--- src/rtl/andm_pkg.sv ---
package andm_pkg;

    typedef enum logic [1:0] {
        ST_IDLE  = 2'd0,
        ST_READ  = 2'd1,
        ST_WRITE = 2'd2
    } andm_state_e;

    typedef struct packed {
        logic legal;
        logic use_b;
        logic use_y;
        logic post_inc;
    } andm_op_s;

endpackage

--- src/rtl/andm_decode.sv ---
module andm_decode
    import andm_pkg::*;
#(
    parameter int OPW = 13,
    parameter logic [OPW-1:0] OP_BASE = 13'h1A68
) (
    input  logic [OPW-1:0] opcode,
    output andm_op_s       op
);
    localparam int VB = 3;

    always_comb begin
        op.legal    = (opcode[OPW-1:VB] == OP_BASE[OPW-1:VB]);
        op.use_b    = opcode[2];
        op.use_y    = opcode[1];
        op.post_inc = opcode[0];
    end
endmodule

--- src/rtl/andm_agen.sv ---
module andm_agen #(
    parameter int AW   = 16,
    parameter int IMMW = 8
) (
    input  logic            clk,
    input  logic            rst_n,
    input  logic            ext_load,
    input  logic [IMMW-1:0] ext_imm,
    input  logic            consume,
    input  logic            use_y,
    input  logic            post_inc,
    input  logic [AW-1:0]   idx_val,
    output logic [AW-1:0]   ea,
    output logic            pending
);
    localparam int PW = AW - IMMW;

    logic [IMMW-1:0] imm_q;

    always_ff @(posedge clk) begin
        if (!rst_n) begin
            pending <= 1'b0;
            imm_q   <= '0;
        end else if (ext_load) begin
            pending <= 1'b1;
            imm_q   <= ext_imm;
        end else if (consume) begin
            pending <= 1'b0;
        end
    end

    always_comb begin
        if (pending && !post_inc)
            ea = use_y ? {{PW{1'b1}}, imm_q} : {{PW{1'b0}}, imm_q};
        else
            ea = idx_val;
    end

    p_ext_arm_r7: assert property (@(posedge clk) disable iff (!rst_n)
        ext_load |=> pending);
    p_pending_drop_r8: assert property (@(posedge clk) disable iff (!rst_n)
        (consume && !ext_load) |=> !pending);
endmodule

--- src/rtl/andm_ctrl.sv ---
module andm_ctrl
    import andm_pkg::*;
(
    input  logic clk,
    input  logic rst_n,
    input  logic start,
    input  logic legal,
    output logic accept,
    output logic ready,
    output logic mem_rd,
    output logic mem_wr,
    output logic done
);
    andm_state_e state, state_nx;

    assign accept = start && legal && (state != ST_READ);

    always_comb begin
        state_nx = state;
        unique case (state)
            ST_IDLE:  if (accept) state_nx = ST_READ;
            ST_READ:  state_nx = ST_WRITE;
            ST_WRITE: state_nx = accept ? ST_READ : ST_IDLE;
            default:  state_nx = ST_IDLE;
        endcase
    end

    always_ff @(posedge clk) begin
        if (!rst_n) state <= ST_IDLE;
        else        state <= state_nx;
    end

    always_comb begin
        ready  = 1'b1;
        mem_rd = 1'b0;
        mem_wr = 1'b0;
        done   = 1'b0;
        unique case (state)
            ST_IDLE:  ;
            ST_READ:  begin ready = 1'b0; mem_rd = 1'b1; end
            ST_WRITE: begin mem_wr = 1'b1; done = 1'b1; end
            default:  ;
        endcase
    end

    p_rd_to_wr_r2: assert property (@(posedge clk) disable iff (!rst_n)
        mem_rd |=> mem_wr);
    p_wr_after_rd_r3: assert property (@(posedge clk) disable iff (!rst_n)
        mem_wr |-> $past(mem_rd));
    p_busy_read_r9: assert property (@(posedge clk) disable iff (!rst_n)
        mem_rd |-> !ready);
    p_no_overlap_r2: assert property (@(posedge clk) disable iff (!rst_n)
        !(mem_rd && mem_wr));
endmodule

--- src/rtl/andm_unit.sv ---
module andm_unit
    import andm_pkg::*;
#(
    parameter int AW   = 16,
    parameter int DW   = 4,
    parameter int IMMW = 8,
    parameter int OPW  = 13,
    parameter int FW   = 4,
    parameter logic [OPW-1:0] OP_BASE = 13'h1A68
) (
    input  logic            clk,
    input  logic            rst_n,
    input  logic            start,
    input  logic [OPW-1:0]  opcode,
    output logic            ready,
    input  logic            ext_load,
    input  logic [IMMW-1:0] ext_imm,
    input  logic [DW-1:0]   reg_a,
    input  logic [DW-1:0]   reg_b,
    input  logic [AW-1:0]   reg_x,
    input  logic [AW-1:0]   reg_y,
    input  logic [FW-1:0]   flags_in,
    output logic [AW-1:0]   mem_addr,
    output logic            mem_rd,
    output logic            mem_wr,
    output logic [DW-1:0]   mem_wdata,
    input  logic [DW-1:0]   mem_rdata,
    output logic            idx_we,
    output logic            idx_sel,
    output logic [AW-1:0]   idx_wdata,
    output logic            flags_we,
    output logic [FW-1:0]   flags_out
    ,output logic           done
);
    localparam logic [AW-1:0] ONE = {{(AW-1){1'b0}}, 1'b1};

    andm_op_s       dec;
    logic           accept;
    logic [AW-1:0]  idx_val;
    logic [AW-1:0]  ea;
    logic           pending;

    logic [AW-1:0]  r_addr;
    logic [AW-1:0]  r_idx;
    logic [DW-1:0]  r_data;
    logic [FW-1:1]  r_flags;
    logic           r_inc;
    logic           r_usey;
    logic [DW-1:0]  result;

    andm_decode #(.OPW(OPW), .OP_BASE(OP_BASE)) u_dec (
        .opcode (opcode),
        .op     (dec)
    );

    assign idx_val = dec.use_y ? reg_y : reg_x;

    andm_agen #(.AW(AW), .IMMW(IMMW)) u_agen (
        .clk      (clk),
        .rst_n    (rst_n),
        .ext_load (ext_load),
        .ext_imm  (ext_imm),
        .consume  (accept),
        .use_y    (dec.use_y),
        .post_inc (dec.post_inc),
        .idx_val  (idx_val),
        .ea       (ea),
        .pending  (pending)
    );

    andm_ctrl u_ctrl (
        .clk    (clk),
        .rst_n  (rst_n),
        .start  (start),
        .legal  (dec.legal),
        .accept (accept),
        .ready  (ready),
        .mem_rd (mem_rd),
        .mem_wr (mem_wr),
        .done   (done)
    );

    always_ff @(posedge clk) begin
        if (!rst_n) begin
            r_addr  <= '0;
            r_idx   <= '0;
            r_data  <= '0;
            r_flags <= '0;
            r_inc   <= 1'b0;
            r_usey  <= 1'b0;
        end else if (accept) begin
            r_addr  <= ea;
            r_idx   <= idx_val;
            r_data  <= dec.use_b ? reg_b : reg_a;
            r_flags <= flags_in[FW-1:1];
            r_inc   <= dec.post_inc;
            r_usey  <= dec.use_y;
        end
    end

    assign result    = mem_rdata & r_data;
    assign mem_addr  = r_addr;
    assign mem_wdata = result;
    assign idx_we    = mem_wr && r_inc;
    assign idx_sel   = r_usey;
    assign idx_wdata = r_idx + ONE;
    assign flags_we  = mem_wr;
    assign flags_out = {r_flags, (result == '0)};

    p_addr_hold_r3: assert property (@(posedge clk) disable iff (!rst_n)
        mem_wr |-> $stable(mem_addr));
    p_inc_addr_r5: assert property (@(posedge clk) disable iff (!rst_n)
        idx_we |-> (idx_wdata == mem_addr + ONE));
    p_zero_flag_r6: assert property (@(posedge clk) disable iff (!rst_n)
        flags_we |-> (flags_out[0] == (mem_wdata == '0)));
    p_idle_quiet_r10: assert property (@(posedge clk) disable iff (!rst_n)
        $past(!rst_n) |-> (!mem_rd && !mem_wr && !pending));
endmodule

--- config.mk ---
export PLATFORM = sky130hd
export DESIGN_NAME = andm_unit
export DESIGN_NICKNAME = d
export VERILOG_FILES = /design/src/rtl/andm_pkg.sv /design/src/rtl/andm_decode.sv /design/src/rtl/andm_agen.sv /design/src/rtl/andm_ctrl.sv /design/src/rtl/andm_unit.sv
export SDC_FILE = /design/constraint.sdc
export NUM_CORES = 1
export LEC_CHECK = 0
export ABC_AREA = 1
export BUFFER_PORTS_ARGS = -buffer_cell sky130_fd_sc_hd__buf_2
export CAP_MARGIN = 20
export CORE_MARGIN = 10
export CORE_UTILIZATION = 49
export DETAILED_ROUTE_END_ITERATION = 16
export GPL_TIMING_DRIVEN = 0
export PLACE_DENSITY = 0.81
export REMOVE_ABC_BUFFERS = 1
export SKIP_CTS_REPAIR_TIMING = 1
export SLEW_MARGIN = 0
export SYNTH_ARGS = -nofsm -noshare
export SYNTH_HDL_FRONTEND = slang
export SYNTH_SLANG_ARGS = --single-unit
--- constraint.sdc ---
create_clock -name clk -period 1.6 [get_ports clk]
set_input_delay 0.16 -clock clk [delete_from_list [all_inputs] [get_ports clk]]
set_output_delay 0.16 -clock clk [all_outputs]
set_load 0.05 [all_outputs]
==> results of run 1 <==
-- metrics by stage --
stage | hold slack, ns | total power, uW
detailed placement | 0.3894 | 1615
CTS | 0.06647 | 2553
global placement | 0.3809 | 1608
finish | 0.07573 | 2530
global route | 0.08974 | 2648
floorplan | 0.2804 | 1466
-- layout make-up --
class	instances	area share [%]
Inverter	99	9.468
Tap cell	75	2.375
Timing Repair Buffer	124	17.54
Clock buffer	6	2.090
Clock inverter	2	0.9816
Multi-Input combinational cell	326	40.53
Sequential cell	52	27.01
-- layer usage --
| layer | share of wire (%) | wire length [um] |
|---|---|---|
| met4 | 1.8 | 155 |
| met1 | 41 | 3520 |
| met5 | 0 | 0 |
| met2 | 50 | 4329 |
| met3 | 7.1 | 612 |
-- power breakdown --
group	internal, uW	switching (uW)
clock network	512	434
registers	1300	7.79
logic	117	157
-- state kept, by name, indices dropped and copies added (netlist names) --
name and cells:
r_flags 3, u_agen.pending 1, u_agen.imm_q 8, mem_addr 16, r_idx 16, u_ctrl.state 2
r_inc 1, idx_sel 1, r_data 4
-- how the worst max path moves through the flow --
stage	end	slack [ns]	cells after the start
5_1_grt	idx_wdata[10]	-0.31	8
3_3_place_gp	mem_addr[11]$_SDFFE_PN0P_	-1.06	7
4_1_cts	mem_addr[1]$_SDFFE_PN0P_	-0.74	7
3_5_place_dp	mem_addr[1]$_SDFFE_PN0P_	-0.75	9
2_1_floorplan	mem_addr[0]$_SDFFE_PN0P_	-0.79	5
6_report	idx_wdata[10]	-0.20	8
-- cells by family (layout without fill, tap and decap cells) --
kind of cell	count (synthesis)	count (layout)	synth area share [%]
DFF	52	52	34.78
buffers and inverters	123	231	16.30
and+or+nand+nor	266	268	36.87
muxes	4	4	1.505
adders and majority gates	1	1	0.4180
AOI/OAI and AO/OA	43	43	7.191
xor gates and xnor gates	10	10	2.926
-- worst register-to-register path: cells and delay by family, from the launching register on --
family        cells  cell delay, ns
simple gates      5            0.72
flops             1            0.33
buf+inv           2            0.33
-- placed cells by master, fill, tap and decap left out --
| cell | instances |
|---|---|
| a21oi_1 | 1 |
| nor2_4 | 6 |
| buf_2 | 106 |
| o21ai_1 | 18 |
| mux2_2 | 4 |
| buf_4 | 13 |
| nand4_1 | 26 |
| nor4_1 | 1 |
| xor2_2 | 1 |
| inv_1 | 93 |
| nand2_4 | 4 |
| nand3_1 | 3 |
| buf_6 | 4 |
| nor3_1 | 3 |
| nand3_4 | 1 |
| inv_2 | 4 |
| clkbuf_8 | 6 |
| nand2_1 | 126 |
| nor2_2 | 3 |
| or2_2 | 1 |
| clkinv_4 | 1 |
| bufinv_16 | 1 |
| nor3_4 | 1 |
| nand2_2 | 3 |
| clkinv_1 | 1 |
| or2_1 | 1 |
| dfxtp_2 | 9 |
| nand3_2 | 3 |
| dfxtp_1 | 39 |
| nor2_1 | 86 |
| o21ai_0 | 24 |
| inv_4 | 1 |
| ha_4 | 1 |
| xor2_1 | 9 |
| dfxtp_4 | 4 |
| buf_12 | 1 |
==> results.json, run 1 <==
{
  "drcViolationCount": 0,
  "grtUsageMet2_pct": 29.29,
  "fmax_mhz": 556.6,
  "synthToLayoutAreaGrowth_pct": 32.02,
  "synth_top_area_share_pct": 34.78,
  "cap_violations": 0,
  "drive_gt1_share_pct": 29.23,
  "cts.clk_slew.worst_paths_ns": 0.10,
  "dpl.hpwl_mm": 6.256,
  "skew_ns": 0.004778,
  "die_x_um": 98.16,
  "netlist_area_mm2": 0.002993,
  "core_area_mm2": 0.005921,
  "synth_top_area_cell": "dfxtp_1",
  "min_from": "ext_imm[4]",
  "fillers": 554,
  "ys_ff_latch": 52,
  "critPathCaptureType": "output port",
  "antenna_left": 0,
  "worstPathArrival_ns": 1.64,
  "synth_edf_count": 0,
  "power_leakage_uw": 0.002237,
  "r2r_slack_ns": 0.17,
  "dp_cells": 669,
  "met3_usage_pct": 3.735,
  "pin_count": 120,
  "max_stage_delay_ns": 0.38,
  "report.final.slew_viol_count": 0,
  "power_density_mw_per_mm2": 640.4,
  "cts_tree": "done",
  "slew_headroom_pct": 42.16,
  "netlist_top_cells_count": "nand2_1, inv_1, nor2_1, dfxtp_1, nand4_1",
  "crit_fanout": 5,
  "fin_area_mm2": 0.003951,
  "port_buffers": 118,
  "grt_use_total_pct": 16.23,
  "place_ws_ns": -0.7513,
  "seq_area_mm2": 0.001067,
  "multi_input_area_mm2": 0.001602,
  "vias_per_cell": 4.791,
  "worstReg2RegEnd": "mem_addr[1]$_SDFFE_PN0P_",
  "avgSynthCellArea_um2": 5.998,
  "cpMaxStageDelayCell": "dfxtp_4",
  "row_count": 28,
  "crit_start": "r_idx[1]$_SDFFE_PN0P_",
  "hold_class": "in -> reg",
  "first_iter_violations": 217,
  "drt_wl_total_mm": 8.619,
  "grt_pass1_wl_mm": 13.50,
  "worst_ir_drop_vdd_uv": 570.3,
  "critPathKind": "reg -> out",
  "grt_use_met1_pct": 18.06,
  "synthTopCellsByArea": "dfxtp_1, nand2_1, inv_1",
  "placed_area_mm2": 0.003581,
  "finalWorstSetupSlack_ns": -0.1965,
  "period_needed_ns": 1.796,
  "status": "complete, but fails checks",
  "crit_chain": "ha_4, nand2_4, inv_4, nand2_4, nor2_4, nand2_2, xor2_1, buf_4",
  "min_to": "u_agen.imm_q[4]$_SDFFE_PN0P_",
  "setup_viol": 10,
  "cp_num_buf_inv": 2,
  "r2r_start": "u_ctrl.state[1]$_SDFFE_PN0P_",
  "worst-r2r-cell-count": 7,
  "finalCritPeriodShare_pct": 112.3,
  "setup_tns_ns": -0.9244,
  "cp-start-kind": "flip-flop",
  "drt_first_pass_iters": 5,
  "grt_max_degree": 51,
  "synthCells": 499,
  "top_usage_layer": "met2",
  "async_flop_share_pct": 0,
  "worst_slew_pin_slew_ns": 0.8676,
  "rsz0062_at_grt": "true",
  "cts_buffers": 5,
  "cp.required_ns": 1.44,
  "diodes": 0,
  "overflow": 0,
  "wire_per_inst_um": 12.60,
  "failed_checks": "setup timing",
  "fin_cells": 684,
  "die_area_mm2": 0.009634,
  "yosysSeqAreaShare_pct": 34.78,
  "synth.most_common_cell": "nand2_1",
  "gp_congestion": 0.7931,
  "clock_path_buffers": 2,
  "start_util_pct": 50.55,
  "cp_top_family": "flip-flops",
  "yosysUniqueCellTypes": 25,
  "synth_ff_type": "dfxtp_1",
  "hold-path-cell-count": 3,
  "utilization_pct": 66.74,
  "worst_path_most_repeated_cell": "nand2_4",
  "cts_sinks": 52,
  "antenna_found_initial": 0,
  "final-hold-violation-count": 0,
  "dr_total_vias": 3277,
  "ys_warn_count": 0,
  "cts_htree_levels": 2,
  "final_nets": 682,
  "first_global_vias": 2991,
  "worstSkewPairLatency_ns": 0.30,
  "cts_root_buf": "clkbuf_8",
  "die_h_um": 98.16
}
Power figures use the tool's default switching activity.
==> inputs of run 2 (changes only) <==
Settings changed: SKIP_LAST_GASP from default to 1.
==> run 2 against run 1 <==
The run still ends with setup timing left. Design area stayed put. First-iteration DRC count grew 0.92%. Combinational power hardly changed. Highest routed layer unchanged. Critical path type unchanged.
==> results.json, run 2 (synthesis gave the netlist of run 1 again) <==
{
  "cp.required_ns": 1.44,
  "overflow": 0,
  "report.final.slew_viol_count": 0,
  "max_stage_delay_ns": 0.38,
  "first_global_vias": 2991,
  "final_nets": 682,
  "row_count": 28,
  "cpMaxStageDelayCell": "dfxtp_4",
  "grt_pass1_wl_mm": 13.50,
  "gp_congestion": 0.7931,
  "failed_checks": "setup timing",
  "place_ws_ns": -0.7513,
  "final-hold-violation-count": 0,
  "critPathCaptureType": "output port",
  "cts_sinks": 52,
  "cts_tree": "done",
  "cts.clk_slew.worst_paths_ns": 0.10,
  "die_h_um": 98.16,
  "p_total_uw": 2535,
  "cp_top_family": "flip-flops",
  "fin_cells": 684,
  "multi_input_area_mm2": 0.001602,
  "drive_gt1_share_pct": 29.23,
  "fmax_mhz": 556.0,
  "power_density_mw_per_mm2": 641.6,
  "worst_path_most_repeated_cell": "nand2_4",
  "cts_buffers": 5,
  "seq_area_mm2": 0.001067,
  "die_x_um": 98.16,
  "pin_count": 120,
  "antenna_left": 0,
  "worst_slew_pin_slew_ns": 0.8598,
  "rsz0062_at_grt": "true",
  "hold_class": "in -> reg",
  "grt_use_total_pct": 16.23,
  "slew_headroom_pct": 42.68,
  "vias_per_cell": 4.779,
  "power_leakage_uw": 0.002237,
  "wire_per_inst_um": 12.62,
  "cp-start-kind": "flip-flop",
  "cts_htree_levels": 2,
  "worstSkewPairLatency_ns": 0.31,
  "dr_total_vias": 3269,
  "cts_root_buf": "clkbuf_8",
  "grt_max_degree": 51,
  "worstPathArrival_ns": 1.64,
  "period_needed_ns": 1.799,
  "worst_ir_drop_vdd_uv": 570.9,
  "critPathKind": "reg -> out",
  "drcViolationCount": 0,
  "dp_cells": 669,
  "status": "complete, but fails checks",
  "synthToLayoutAreaGrowth_pct": 32.02,
  "first_iter_violations": 219,
  "skew_ns": 0.005707,
  "die_area_mm2": 0.009634,
  "dpl.hpwl_mm": 6.256,
  "drt_wl_total_mm": 8.630,
  "fillers": 554,
  "antenna_found_initial": 0,
  "finalCritPeriodShare_pct": 112.4,
  "layout_commonest_cell": "nand2_1",
  "cp_num_buf_inv": 2,
  "final_cell_mix": "nand2_1, buf_2, inv_1, nor2_1, dfxtp_1",
  "crit_chain": "ha_4, nand2_4, inv_4, nand2_4, nor2_4, nand2_2, xor2_1, buf_4",
  "core_area_mm2": 0.005921,
  "diodes": 0,
  "finalWorstSetupSlack_ns": -0.1986,
  "cap_violations": 0,
  "utilization_pct": 66.74,
  "drt_first_pass_iters": 4,
  "start_util_pct": 50.55,
  "port_buffers": 118,
  "crit_fanout": 5,
  "setup_viol": 10,
  "clock_path_buffers": 2
}
## run 2: final timing paths
kind,from,to,slack (ns),depth (start not counted)
worst max-delay path,r_idx[1]$_SDFFE_PN0P_,idx_wdata[10],-0.20,8
worst min-delay path,ext_imm[4],u_agen.imm_q[4]$_SDFFE_PN0P_,0.07,3
worst max register to register,u_ctrl.state[1]$_SDFFE_PN0P_,mem_addr[1]$_SDFFE_PN0P_,0.17,7
worst min register to register,u_agen.pending$_SDFFE_PN0P_,u_agen.pending$_SDFFE_PN0P_,0.49,2
## run 2: through the flow
step	hold WS (ns)	TNS [ns]	instance area [um^2]
2_1_floorplan	0.2804	-36.36	2877
3_3_place_gp	0.3809	-42.64	3561
3_5_place_dp	0.3894	-26.63	3581
4_1_cts	0.06647	-30.09	3702
5_1_grt	0.08974	-1.946	3951
6_report	0.07498	-0.9570	3951
## run 2: where the power goes
| part | leakage (uW) | switching (uW) | total [uW] | internal, uW |
|---|---|---|---|---|
| Clock | 0.0000614 | 439 | 951 | 512 |
| Combinational | 0.00175 | 157 | 274 | 117 |
| Sequential | 0.000429 | 7.78 | 1310 | 1300 |
| Total | 0.00224 | 604 | 2540 | 1930 |
## run 2: worst register-to-register path, stage by stage, from the launching register on
cell and delay, ns:
dfxtp_1 0.33, inv_1 0.08, nand2_4 0.25, nand3_4 0.24, buf_12 0.25, nand2_1 0.07
nand2_1 0.04, nor2_1 0.11
## run 2: cell type report
type / count / share of cell area (%)
tap: 75 / 2.375
timing repair buffer: 124 / 17.54
sequential: 52 / 27.01
clock buffer: 6 / 2.090
multi-input combinational: 326 / 40.53
inverter: 99 / 9.468
clock inverter: 2 / 0.9816
## run 2: metal layers
metal / GRT usage (%) / up-vias / wire length, um
met2: 29.29 / 113 / 4410
li1: - / 1714 / -
met1: 18.06 / 1431 / 3507
met3: 3.735 / 11 / 574
met5: 0 / - / 0
met4: 5.954 / 0 / 138
==> inputs of run 3 (changes only) <==
Settings changed: CORE_UTILIZATION 49 to 45, CTS_BUF_LIST from default to sky130_fd_sc_hd__clkbuf_4 sky130_fd_sc_hd__clkbuf_8, PLACE_DENSITY 0.81 to 0.78.
Clock period 1.6 ns to 1.65 ns, I/O delays scaled along.
==> run 3 against run 2 <==
Largest cell class unchanged. The run still ends with setup timing left. Via count increased by 1.1%. Non-clock buffer count increased by 2. Final cell count up 0.73%. Clock power is 5.2% lower. Utilization fell by 4.6 points. Global-route usage is 0.28 points lower. Largest power group unchanged. Worst hold slack lost 0.0068 ns.
==> results.json, run 3 (synthesis gave the netlist of run 1 again) <==
{
  "status": "complete, but fails checks",
  "failed_checks": "setup timing",
  "rsz0062_at_grt": "true",
  "die_x_um": 101.6,
  "fin_cells": 689,
  "antenna_found_initial": 0,
  "final_cell_mix": "nand2_1, buf_2, inv_1, nor2_1, dfxtp_1",
  "cts.clk_slew.worst_paths_ns": 0.10,
  "dpl.hpwl_mm": 6.317,
  "grt_pass1_wl_mm": 13.77,
  "die_area_mm2": 0.01031,
  "overflow": 0,
  "drive_gt1_share_pct": 29.58,
  "critPathKind": "reg -> out",
  "wire_per_inst_um": 13.10,
  "setup_tns_ns": -0.7018,
  "grt_use_total_pct": 15.94,
  "critPathCaptureType": "output port",
  "cp-start-kind": "flip-flop",
  "gp_congestion": 0.8712,
  "slew_headroom_pct": 41.61,
  "port_buffers": 118,
  "cp_num_buf_inv": 2,
  "cp.required_ns": 1.48,
  "layout_commonest_cell": "nand2_1",
  "row_count": 29,
  "skew_ns": 0.004835,
  "utilization_pct": 62.19,
  "cts_buffers": 5,
  "vias_per_cell": 4.798,
  "drt_first_pass_iters": 5,
  "worst_ir_drop_vdd_uv": 471.3,
  "finalCritPeriodShare_pct": 108.5,
  "grt_max_degree": 51,
  "diodes": 0,
  "drcViolationCount": 0,
  "drt_wl_total_mm": 9.028,
  "power_density_mw_per_mm2": 611.7,
  "finalWorstSetupSlack_ns": -0.1403,
  "max_stage_delay_ns": 0.38,
  "clock_path_buffers": 2,
  "cts_sinks": 52,
  "worst_slew_pin_slew_ns": 0.8759,
  "worst_path_most_repeated_cell": "nand2_4",
  "power_leakage_uw": 0.002252,
  "crit_chain": "ha_4, nand2_4, inv_4, nand2_4, nor2_4, nand2_2, o21ai_1, nand2_1, buf_6",
  "crit_fanout": 5,
  "start_util_pct": 46.60,
  "cts_htree_levels": 2,
  "core_area_mm2": 0.006422,
  "first_global_vias": 3106,
  "worstPathArrival_ns": 1.63,
  "fmax_mhz": 558.6,
  "dr_total_vias": 3306,
  "cpMaxStageDelayCell": "dfxtp_4",
  "cp_top_family": "simple AND/OR/NAND/NOR gates",
  "cts_tree": "done",
  "hold_class": "in -> reg",
  "dp_cells": 671,
  "final-hold-violation-count": 0,
  "worstSkewPairLatency_ns": 0.31,
  "final_nets": 685,
  "report.final.slew_viol_count": 0,
  "pin_count": 120,
  "synthToLayoutAreaGrowth_pct": 33.44,
  "die_h_um": 101.6,
  "cts_root_buf": "clkbuf_8",
  "period_needed_ns": 1.790,
  "antenna_left": 0,
  "first_iter_violations": 249,
  "setup_viol": 9,
  "cap_violations": 0
}
-- run 3: per-stage QoR --
| step | total power, uW | cell area, um^2 | hold slack (ns) | setup WS [ns] |
|---|---|---|---|---|
| after CTS | 2443 | 3702 | 0.06858 | -0.8068 |
| final | 2443 | 3994 | 0.06822 | -0.1403 |
| after floorplan | 1422 | 2877 | 0.2854 | -0.7380 |
| after global placement | 1560 | 3563 | 0.3881 | -1.026 |
| after global routing | 2543 | 3994 | 0.07242 | -0.2552 |
| after detailed placement | 1567 | 3591 | 0.3922 | -0.8275 |
-- run 3: worst paths after layout --
kind                                                    from                            to  slack, ns  cells past startpoint
worst min-delay path                              ext_imm[3]  u_agen.imm_q[3]$_SDFFE_PN0P_       0.07                      3
worst max-delay path                   r_idx[1]$_SDFFE_PN0P_                 idx_wdata[12]      -0.14                      9
worst max register to register  u_ctrl.state[0]$_SDFFE_PN0P_     mem_addr[14]$_SDFFE_PN0P_       0.18                      6
worst min register to register  u_agen.imm_q[3]$_SDFFE_PN0P_  u_agen.imm_q[3]$_SDFFE_PN0P_       0.51                      2
-- run 3: where the power goes --
part / internal (uW) / switching, uW
combinational: 114 / 157
sequential: 1260 / 7.94
clock: 468 / 435
total: 1840 / 600
-- run 3: metal layers --
metal | share of wire (%) | wire length (um) | track usage, % | up-vias
li1 | - | - | - | 1729
met1 | 42 | 3770 | 17.58 | 1489
met2 | 51 | 4649 | 29.47 | 77
met3 | 5.3 | 478 | 3.880 | 11
met4 | 1.4 | 129 | 4.620 | 0
met5 | 0 | 0 | 0 | -
-- run 3: cell type report --
| cell class | instances | area, um^2 |
|---|---|---|
| clock buffer | 6 | 76.32 |
| clock inverter | 2 | 35.03 |
| fill | 628 | 2429 |
| inverter | 99 | 374.1 |
| multi-input combinational | 327 | 1627 |
| sequential | 52 | 1070 |
| tap | 77 | 96.34 |
| timing repair buffer | 126 | 715.7 |
-- run 3: worst register-to-register path: cells and delay by family (launching register included) --
kind | cells | cell delay, ns
flip-flops | 1 | 0.52
buffers and inverters | 1 | 0.22
AND/OR/NAND/NOR | 5 | 0.63
